### config.mk
export PLATFORM = sky130hd
export DESIGN_NAME = llsc_monitor
export DESIGN_NICKNAME = d
export VERILOG_FILES = /design/src/rtl/llsc_pkg.sv /design/src/rtl/llsc_decode.sv /design/src/rtl/llsc_resv.sv /design/src/rtl/llsc_ram.sv /design/src/rtl/llsc_monitor.sv
export SDC_FILE = /design/constraint.sdc
export NUM_CORES = 2
export LEC_CHECK = 0
export BUFFER_PORTS_ARGS = -buffer_cell sky130_fd_sc_hd__buf_2
export CORE_ASPECT_RATIO = 1.75
export CORE_UTILIZATION = 34
export CTS_CLUSTER_SIZE = 40
export DETAILED_ROUTE_END_ITERATION = 10
export GPL_ROUTABILITY_DRIVEN = 0
export MAX_ROUTING_LAYER = met4
export PLACE_DENSITY = 0.48
export SLEW_MARGIN = 20
export SYNTH_ARGS = -nofsm -noshare
export SYNTH_HDL_FRONTEND = slang
export SYNTH_SLANG_ARGS = --single-unit
export TNS_END_PERCENT = 10
### constraint.sdc
create_clock -name clk -period 4.7 [get_ports clk]
set_clock_uncertainty 0.2 [all_clocks]
set_input_delay 0.705 -clock clk [delete_from_list [all_inputs] [get_ports clk]]
set_output_delay 0.705 -clock clk [all_outputs]
set_load 0.01 [all_outputs]
### src/rtl/llsc_pkg.sv
package llsc_pkg;
  typedef enum logic [2:0] {
    OP_NOP   = 3'd0,
    OP_LOAD  = 3'd1,
    OP_STORE = 3'd2,
    OP_LINK  = 3'd3,
    OP_COND  = 3'd4
  } op_e;
endpackage

### src/rtl/llsc_decode.sv
module llsc_decode
  import llsc_pkg::*;
(
  input  logic       req_valid,
  input  logic [2:0] req_op,
  output logic       is_load,
  output logic       is_store,
  output logic       is_link,
  output logic       is_cond
);
  op_e op;
  assign op = op_e'(req_op);

  always_comb begin
    is_load  = 1'b0;
    is_store = 1'b0;
    is_link  = 1'b0;
    is_cond  = 1'b0;
    if (req_valid) begin
      unique case (op)
        OP_LOAD:  is_load  = 1'b1;
        OP_STORE: is_store = 1'b1;
        OP_LINK:  is_link  = 1'b1;
        OP_COND:  is_cond  = 1'b1;
        default:  ;
      endcase
    end
  end
endmodule

### src/rtl/llsc_resv.sv
module llsc_resv #(
  parameter int BW = 4
) (
  input  logic          clk,
  input  logic          rst,
  input  logic          link_en,
  input  logic          store_en,
  input  logic          cond_en,
  input  logic [BW-1:0] req_blk,
  input  logic          snoop_valid,
  input  logic [BW-1:0] snoop_blk,
  input  logic          irq_evt,
  output logic          cond_pass
);
  logic          live_q, live_d;
  logic [BW-1:0] blk_q, blk_d;

  // Conditional store wins only on a live, matching, undisturbed reservation.
  always_comb begin
    cond_pass = cond_en && live_q && (blk_q == req_blk) && !irq_evt &&
                !(snoop_valid && (snoop_blk == req_blk));
  end

  // Set first, then apply every clearing cause on top.
  always_comb begin
    live_d = live_q;
    blk_d  = blk_q;
    if (link_en) begin
      live_d = 1'b1;
      blk_d  = req_blk;
    end
    if (cond_en) live_d = 1'b0;
    if (store_en && (req_blk == blk_d)) live_d = 1'b0;
    if (snoop_valid && (snoop_blk == blk_d)) live_d = 1'b0;
    if (irq_evt) live_d = 1'b0;
  end

  always_ff @(posedge clk) begin
    if (rst) begin
      live_q <= 1'b0;
      blk_q  <= '0;
    end else begin
      live_q <= live_d;
      blk_q  <= blk_d;
    end
  end
endmodule

### src/rtl/llsc_ram.sv
module llsc_ram #(
  parameter int AW = 6,
  parameter int DW = 32
) (
  input  logic          clk,
  input  logic          we,
  input  logic [AW-1:0] addr,
  input  logic [DW-1:0] wdata,
  output logic [DW-1:0] rdata
);
  localparam int DEPTH = 1 << AW;

  logic [DW-1:0] mem [DEPTH];

  always_ff @(posedge clk) begin
    if (we) mem[addr] <= wdata;
    rdata <= mem[addr];
  end
endmodule

### src/rtl/llsc_monitor.sv
module llsc_monitor #(
  parameter int AW    = 6,
  parameter int DW    = 32,
  parameter int BLK_W = 2
) (
  input  logic          clk,
  input  logic          rst,
  input  logic          req_valid,
  input  logic [2:0]    req_op,
  input  logic [AW-1:0] req_addr,
  input  logic [DW-1:0] req_wdata,
  input  logic          snoop_valid,
  input  logic [AW-1:0] snoop_addr,
  input  logic          irq_evt,
  output logic          rsp_valid,
  output logic [DW-1:0] rsp_rdata,
  output logic          rsp_sc_ok
);
  localparam int BW = AW - BLK_W;

  logic is_load, is_store, is_link, is_cond;
  logic cond_pass;
  logic mem_we;

  llsc_decode u_dec (
    .req_valid (req_valid),
    .req_op    (req_op),
    .is_load   (is_load),
    .is_store  (is_store),
    .is_link   (is_link),
    .is_cond   (is_cond)
  );

  llsc_resv #(.BW(BW)) u_resv (
    .clk         (clk),
    .rst         (rst),
    .link_en     (is_link),
    .store_en    (is_store),
    .cond_en     (is_cond),
    .req_blk     (req_addr[AW-1:BLK_W]),
    .snoop_valid (snoop_valid),
    .snoop_blk   (snoop_addr[AW-1:BLK_W]),
    .irq_evt     (irq_evt),
    .cond_pass   (cond_pass)
  );

  assign mem_we = is_store || cond_pass;

  llsc_ram #(.AW(AW), .DW(DW)) u_ram (
    .clk   (clk),
    .we    (mem_we),
    .addr  (req_addr),
    .wdata (req_wdata),
    .rdata (rsp_rdata)
  );

  logic unused_load;
  assign unused_load = is_load;

  always_ff @(posedge clk) begin
    if (rst) begin
      rsp_valid <= 1'b0;
      rsp_sc_ok <= 1'b0;
    end else begin
      rsp_valid <= req_valid;
      rsp_sc_ok <= cond_pass;
    end
  end
endmodule

# --- Word-level counts from Yosys, hierarchy flattened ---
# Memory sizes are Yosys's and may differ from the RTL's. A register that Yosys moved wholly into a read port is not among the register bits.
# Cells that the tools add are included.
totals:
  regBits: 7
  ram_bits: 2048
  input_bits: 52
  out_inout_bits: 34
  wordCells: 32
  mem_count: 1
mem_list:
  columns: ["memory", "words", "word_bits", "rd", "rd_ports_with_merged_regs", "write_ports", "line", "text"]
  rows:
  - ["u_ram.mem", 64, 32, 1, 1, 1, "llsc_ram.sv:13", "logic [DW-1:0] mem [DEPTH];"]
classes:
  eq_ne: 7
  mux: 9
  n_reduce_logical: 11
op_table:
  columns: ["operator", "count"]
  rows:
  - ["$eq 4x4->1", 4]
  - ["$mux 1", 8]
  - ["$logic_and 1x1->1", 7]
  - ["$eq 3x2->1 const B", 2]
  - ["$reduce_or 5->1", 1]
  - ["$mux 4", 1]
  - ["$eq 3x3->1 const B", 1]
  - ["$logic_not 1->1", 2]
  - ["$logic_or 1x1->1", 1]

# --- Depth between registers and ports, before layout ---
depth:
  depth_word: 10
  mapped_depth: 12
  ltp_nobuf: 6

# --- Cells and area by module ---
# From an unflattened synthesis, not the netlist that was laid out.
hier_totals:
  cells_unflattened: 4283
  area_unflattened_um2: 79381.1
modules_own_cells:
  columns: ["module", "n_inst", "cells_each", "area_per_inst_um2"]
  rows:
  - ["llsc_ram", 1, 4239, 78928.2]
  - ["llsc_resv", 1, 35, 342.8]
  - ["llsc_monitor", 1, 5, 62.6]
  - ["llsc_decode", 1, 4, 47.5]

# --- Worst setup path before layout ---
# No wires, ideal clock.
synth_path:
  kind: "input port to flip-flop"
  from: "in req_addr[2]"
  to: "mem u_ram.mem[45][0] (enable)"
  setup_time_ns: 0.461
  t_arrival_ns: 4.317
  required_time_ns: 4.039
  path_slack_ns: -0.278
  cell_stages: 10
  cell_sequence: "buf_6 buf_6 buf_6 buf_6 xor2_1 nor4_1 o211ai_1 nand2_2 nand2_1 nor3_1"
synth_via:
  elab_chain_cells: 7
  word_cells_on_any_way: 10
  classes_between: "2 x eq/ne; 2 x mux; 6 x reduce/logical"
synth_rtl:
  columns: ["item", "line", "text"]
  rows:
  - ["start, declared", "llsc_monitor.sv:10", "input logic [AW-1:0] req_addr,"]
  - ["$eq 4x4->1, on equally long branches", "llsc_resv.sv:20, llsc_resv.sv:21", null]
  - ["$logic_and 1x1->1, on equally long branches", "llsc_resv.sv:20, llsc_resv.sv:21", null]
  - ["$logic_and 1x1->1 / $logic_not 1->1 (equally long branches)", "llsc_resv.sv:20, llsc_resv.sv:21", null]
  - ["$logic_and 1x1->1", "llsc_resv.sv:20", "cond_pass = cond_en && live_q && (blk_q == req_blk) && !irq_evt &&"]
  - ["$logic_or 1x1->1", "llsc_monitor.sv:47", "assign mem_we = is_store || cond_pass;"]
  - ["$mux 1", "llsc_ram.sv:16", "if (we) mem[addr] <= wdata;"]
  - ["$mux 1 (implied by the code)", "llsc_ram.sv:16", null]
  - ["end, declared", "llsc_ram.sv:13", null]
# Parallel ways exist; a longest one is shown, timed or not.

==> reports/metrics.csv <==
metric,value,unit
"Hold Vio Cnt, Final",0,
YS warnings,0,
Static Leak,30.29,nW
largest cells by area after synthesis,"edfxtp_1 77%, mux2i_1 4.9%, a221oi_1 2.0%",
antenna violations before repair,18,
Power per Cell Area,409.4,nW/µm²
fraction of registers with async set/reset,0,
"flops & latches, synth",2087,
syn_nets,4436,
CP Capture Point,u_ram.rdata[20],
hold_buf cts,7,
max cap viols,0,
Post-synth EDFFs,2048,
Crit Path Class,input port to flip-flop,
post-synth top area share,0.7705,
CTS tree,done,
critical path startpoint,req_addr[1],
worst vdd ir,0.2926,mV
status,finished clean,
Synth Cell Area,79820,µm²
Final nets,4870,
largest net degree at the start of global routing,65,
Routed WL,301800,µm
first-pass GRT wire length,403900,µm
DP HPWL,191800,µm
Post-synth top cells,"2048 x edfxtp_1, 391 x mux2i_1, 180 x a221oi_1",
placed cells,7693,
sequential fraction of the synthesis area,0.7802,
Final setup violation count,0,
Most used DFF post-synth,edfxtp_1,
post_cts resized,0,
critical path arrival,3.96,ns
number of global-route vias before repair,45520,
DRC,0,
cts bufs inserted,197,
WP data required,5.28,ns
row cnt,235,
die width,368.3,µm
"count leader, synth",edfxtp_1,
gr ovfl total,0,
DR vias/cell,5.765,
DR pass1 iterations,8,
crit start category,input port,
Vias,46650,
layout cells sized above 1,0.2192,
H-tree levels,4,
drt initial violations,5264,
Multi-input gate area,16450,µm²
crit share post-route,0.7190,
register area,62280,µm²
Core Box Area,233800,µm²
highest clock rate,0.2959,GHz
worst slew pin tran,1.125,ns
Routed wire per std cell,37.29,µm
Critical Path End Type,flip-flop,
Die Span Y,643.0,µm
leading area contributor after synthesis,edfxtp_1,
maximum fanout along the worst path,41,
Port Buf Inserts,83,
post-synth cell types,69,
I/O pin cnt,86,
DRT antenna net count,0,
Slew headroom,0.2477,
Slew Limit Fails,0,
FF-to-FF End,u_ram.mem[35][19],
RSZ-0062 raised after global routing,no,
Layout area overhead,17.10,%
Cells after Synth,4384,
Worst R2R Start,u_resv.blk_q[3],
FF-to-FF setup slack,1.45,ns
die area,236800,µm²
Sink Count,2087,
postcts setup bufs,0,
worst-skew pair later-pin latency,0.85,ns
post-layout min period,3.379,ns
Hold WC Path Type,input port to flip-flop,
FILL cells,21120,
final non-filler cell total,8092,
Syn Area/Cell,18.21,µm²
"Power, Total",38.27,mW
clk root buf,clkbuf_16,
Initial Utilization,0.3415,
Clock Pin Slew Worst Setup and Hold Paths,0.06,ns
cells on worst reg2reg path,8,
Longest Clk Path Bufs,4,
Tot GR Track Use,0.2579,
## layout by cell type (no fill, tap or decap), types with 90 or more instances in the layout
cell type / count
a22oi_1: 162
o22ai_1: 137
nand2_1: 92
a21oi_1: 141
a221oi_1: 180
buf_4: 362
nor2_1: 90
o21ai_0: 173
mux2_2: 130
clkbuf_16: 199
edfxtp_1: 2048
mux2i_1: 391
## worst min-delay path by stage
| stage | from | to | slack [ns] | cells past startpoint |
|---|---|---|---|---|
| 6_report | req_wdata[21] | u_ram.mem[35][21] | 0.06 | 1 |
| 5_1_grt | req_wdata[21] | u_ram.mem[33][21] | 0.04 | 1 |
| 4_1_cts | req_op[1] | rsp_sc_ok | 0.02 | 4 |
| 3_5_place_dp | u_resv.blk_q[0] | u_resv.blk_q[0] | 0.35 | 2 |
| 3_3_place_gp | u_resv.blk_q[0] | u_resv.blk_q[0] | 0.34 | 2 |
| 2_1_floorplan | u_resv.blk_q[0] | u_resv.blk_q[0] | 0.31 | 2 |
## registers in the layout (all words and copies together), names as in the netlist
register / count
rsp_sc_ok: 1
rsp_valid: 1
u_ram.mem: 2048
u_ram.rdata: 32
u_resv.blk_q: 4
u_resv.live_q: 1
## layer usage
layer	routed length (µm)	GRT usage	share of wire	up-vias
li1	-	-	-	18940
met1	110800	0.2940	0.37	25160
met2	153900	0.4389	0.51	1994
met3	15550	0.02411	0.052	551
met4	21540	0.1550	0.071	0
met5	0	-	0	-
## final cells by class
class	count	area share
Sequential cell	2087	0.6663
Antenna cell	44	0.001178
Timing Repair Buffer	533	0.05194
Clock inverter	75	0.005381
Tap cell	3081	0.04124
Clock buffer	273	0.05764
Multi-Input combinational cell	1995	0.1760
Inverter	4	0.0002677
## critical path: stages
cell and delay [ns]:
buf_8 0.45, buf_4 0.56, and2_2 0.65, buf_4 0.34, a221oi_1 0.12, o22ai_1 0.63, a22o_1 0.25, or4_1 0.11
## logic make-up (layout without fill, tap and decap cells)
| family | after synthesis | count (layout) | synth area share |
|---|---|---|---|
| flops | 2087 | 2087 | 0.7802 |
| other cells | 0 | 44 | 0 |
| mux | 587 | 587 | 0.08534 |
| xor+xnor | 12 | 12 | 0.001317 |
| compound gates | 1022 | 1022 | 0.08991 |
| buf+inv | 302 | 885 | 0.02127 |
| simple gates | 374 | 374 | 0.02191 |
## power breakdown
part / switching, mW / internal, mW / total (mW) / leakage (nW)
clock: 6.99 / 8.26 / 15.2 / 2.89
sequential: 0.0446 / 20.5 / 20.5 / 18.7
combinational: 1.76 / 0.741 / 2.50 / 8.67
total: 8.79 / 29.5 / 38.3 / 30.3
## metrics by stage
| step | utilization | hold WS, ns | area (µm²) | TNS (ns) | setup WS [ns] |
|---|---|---|---|---|---|
| floorplan | - | 0.3053 | 79820 | -53.35 | -0.2780 |
| global placement | 0.3739 | 0.3366 | 87400 | 0 | 0.5034 |
| detailed placement | 0.3739 | 0.3494 | 87400 | 0 | 0.5278 |
| CTS | 0.3994 | 0.01658 | 93360 | 0 | 1.410 |
| global route | 0.3998 | 0.04036 | 93460 | 0 | 1.326 |
| finish | 0.3999 | 0.05517 | 93470 | 0 | 1.321 |
(Power assumes the default switching activity.)
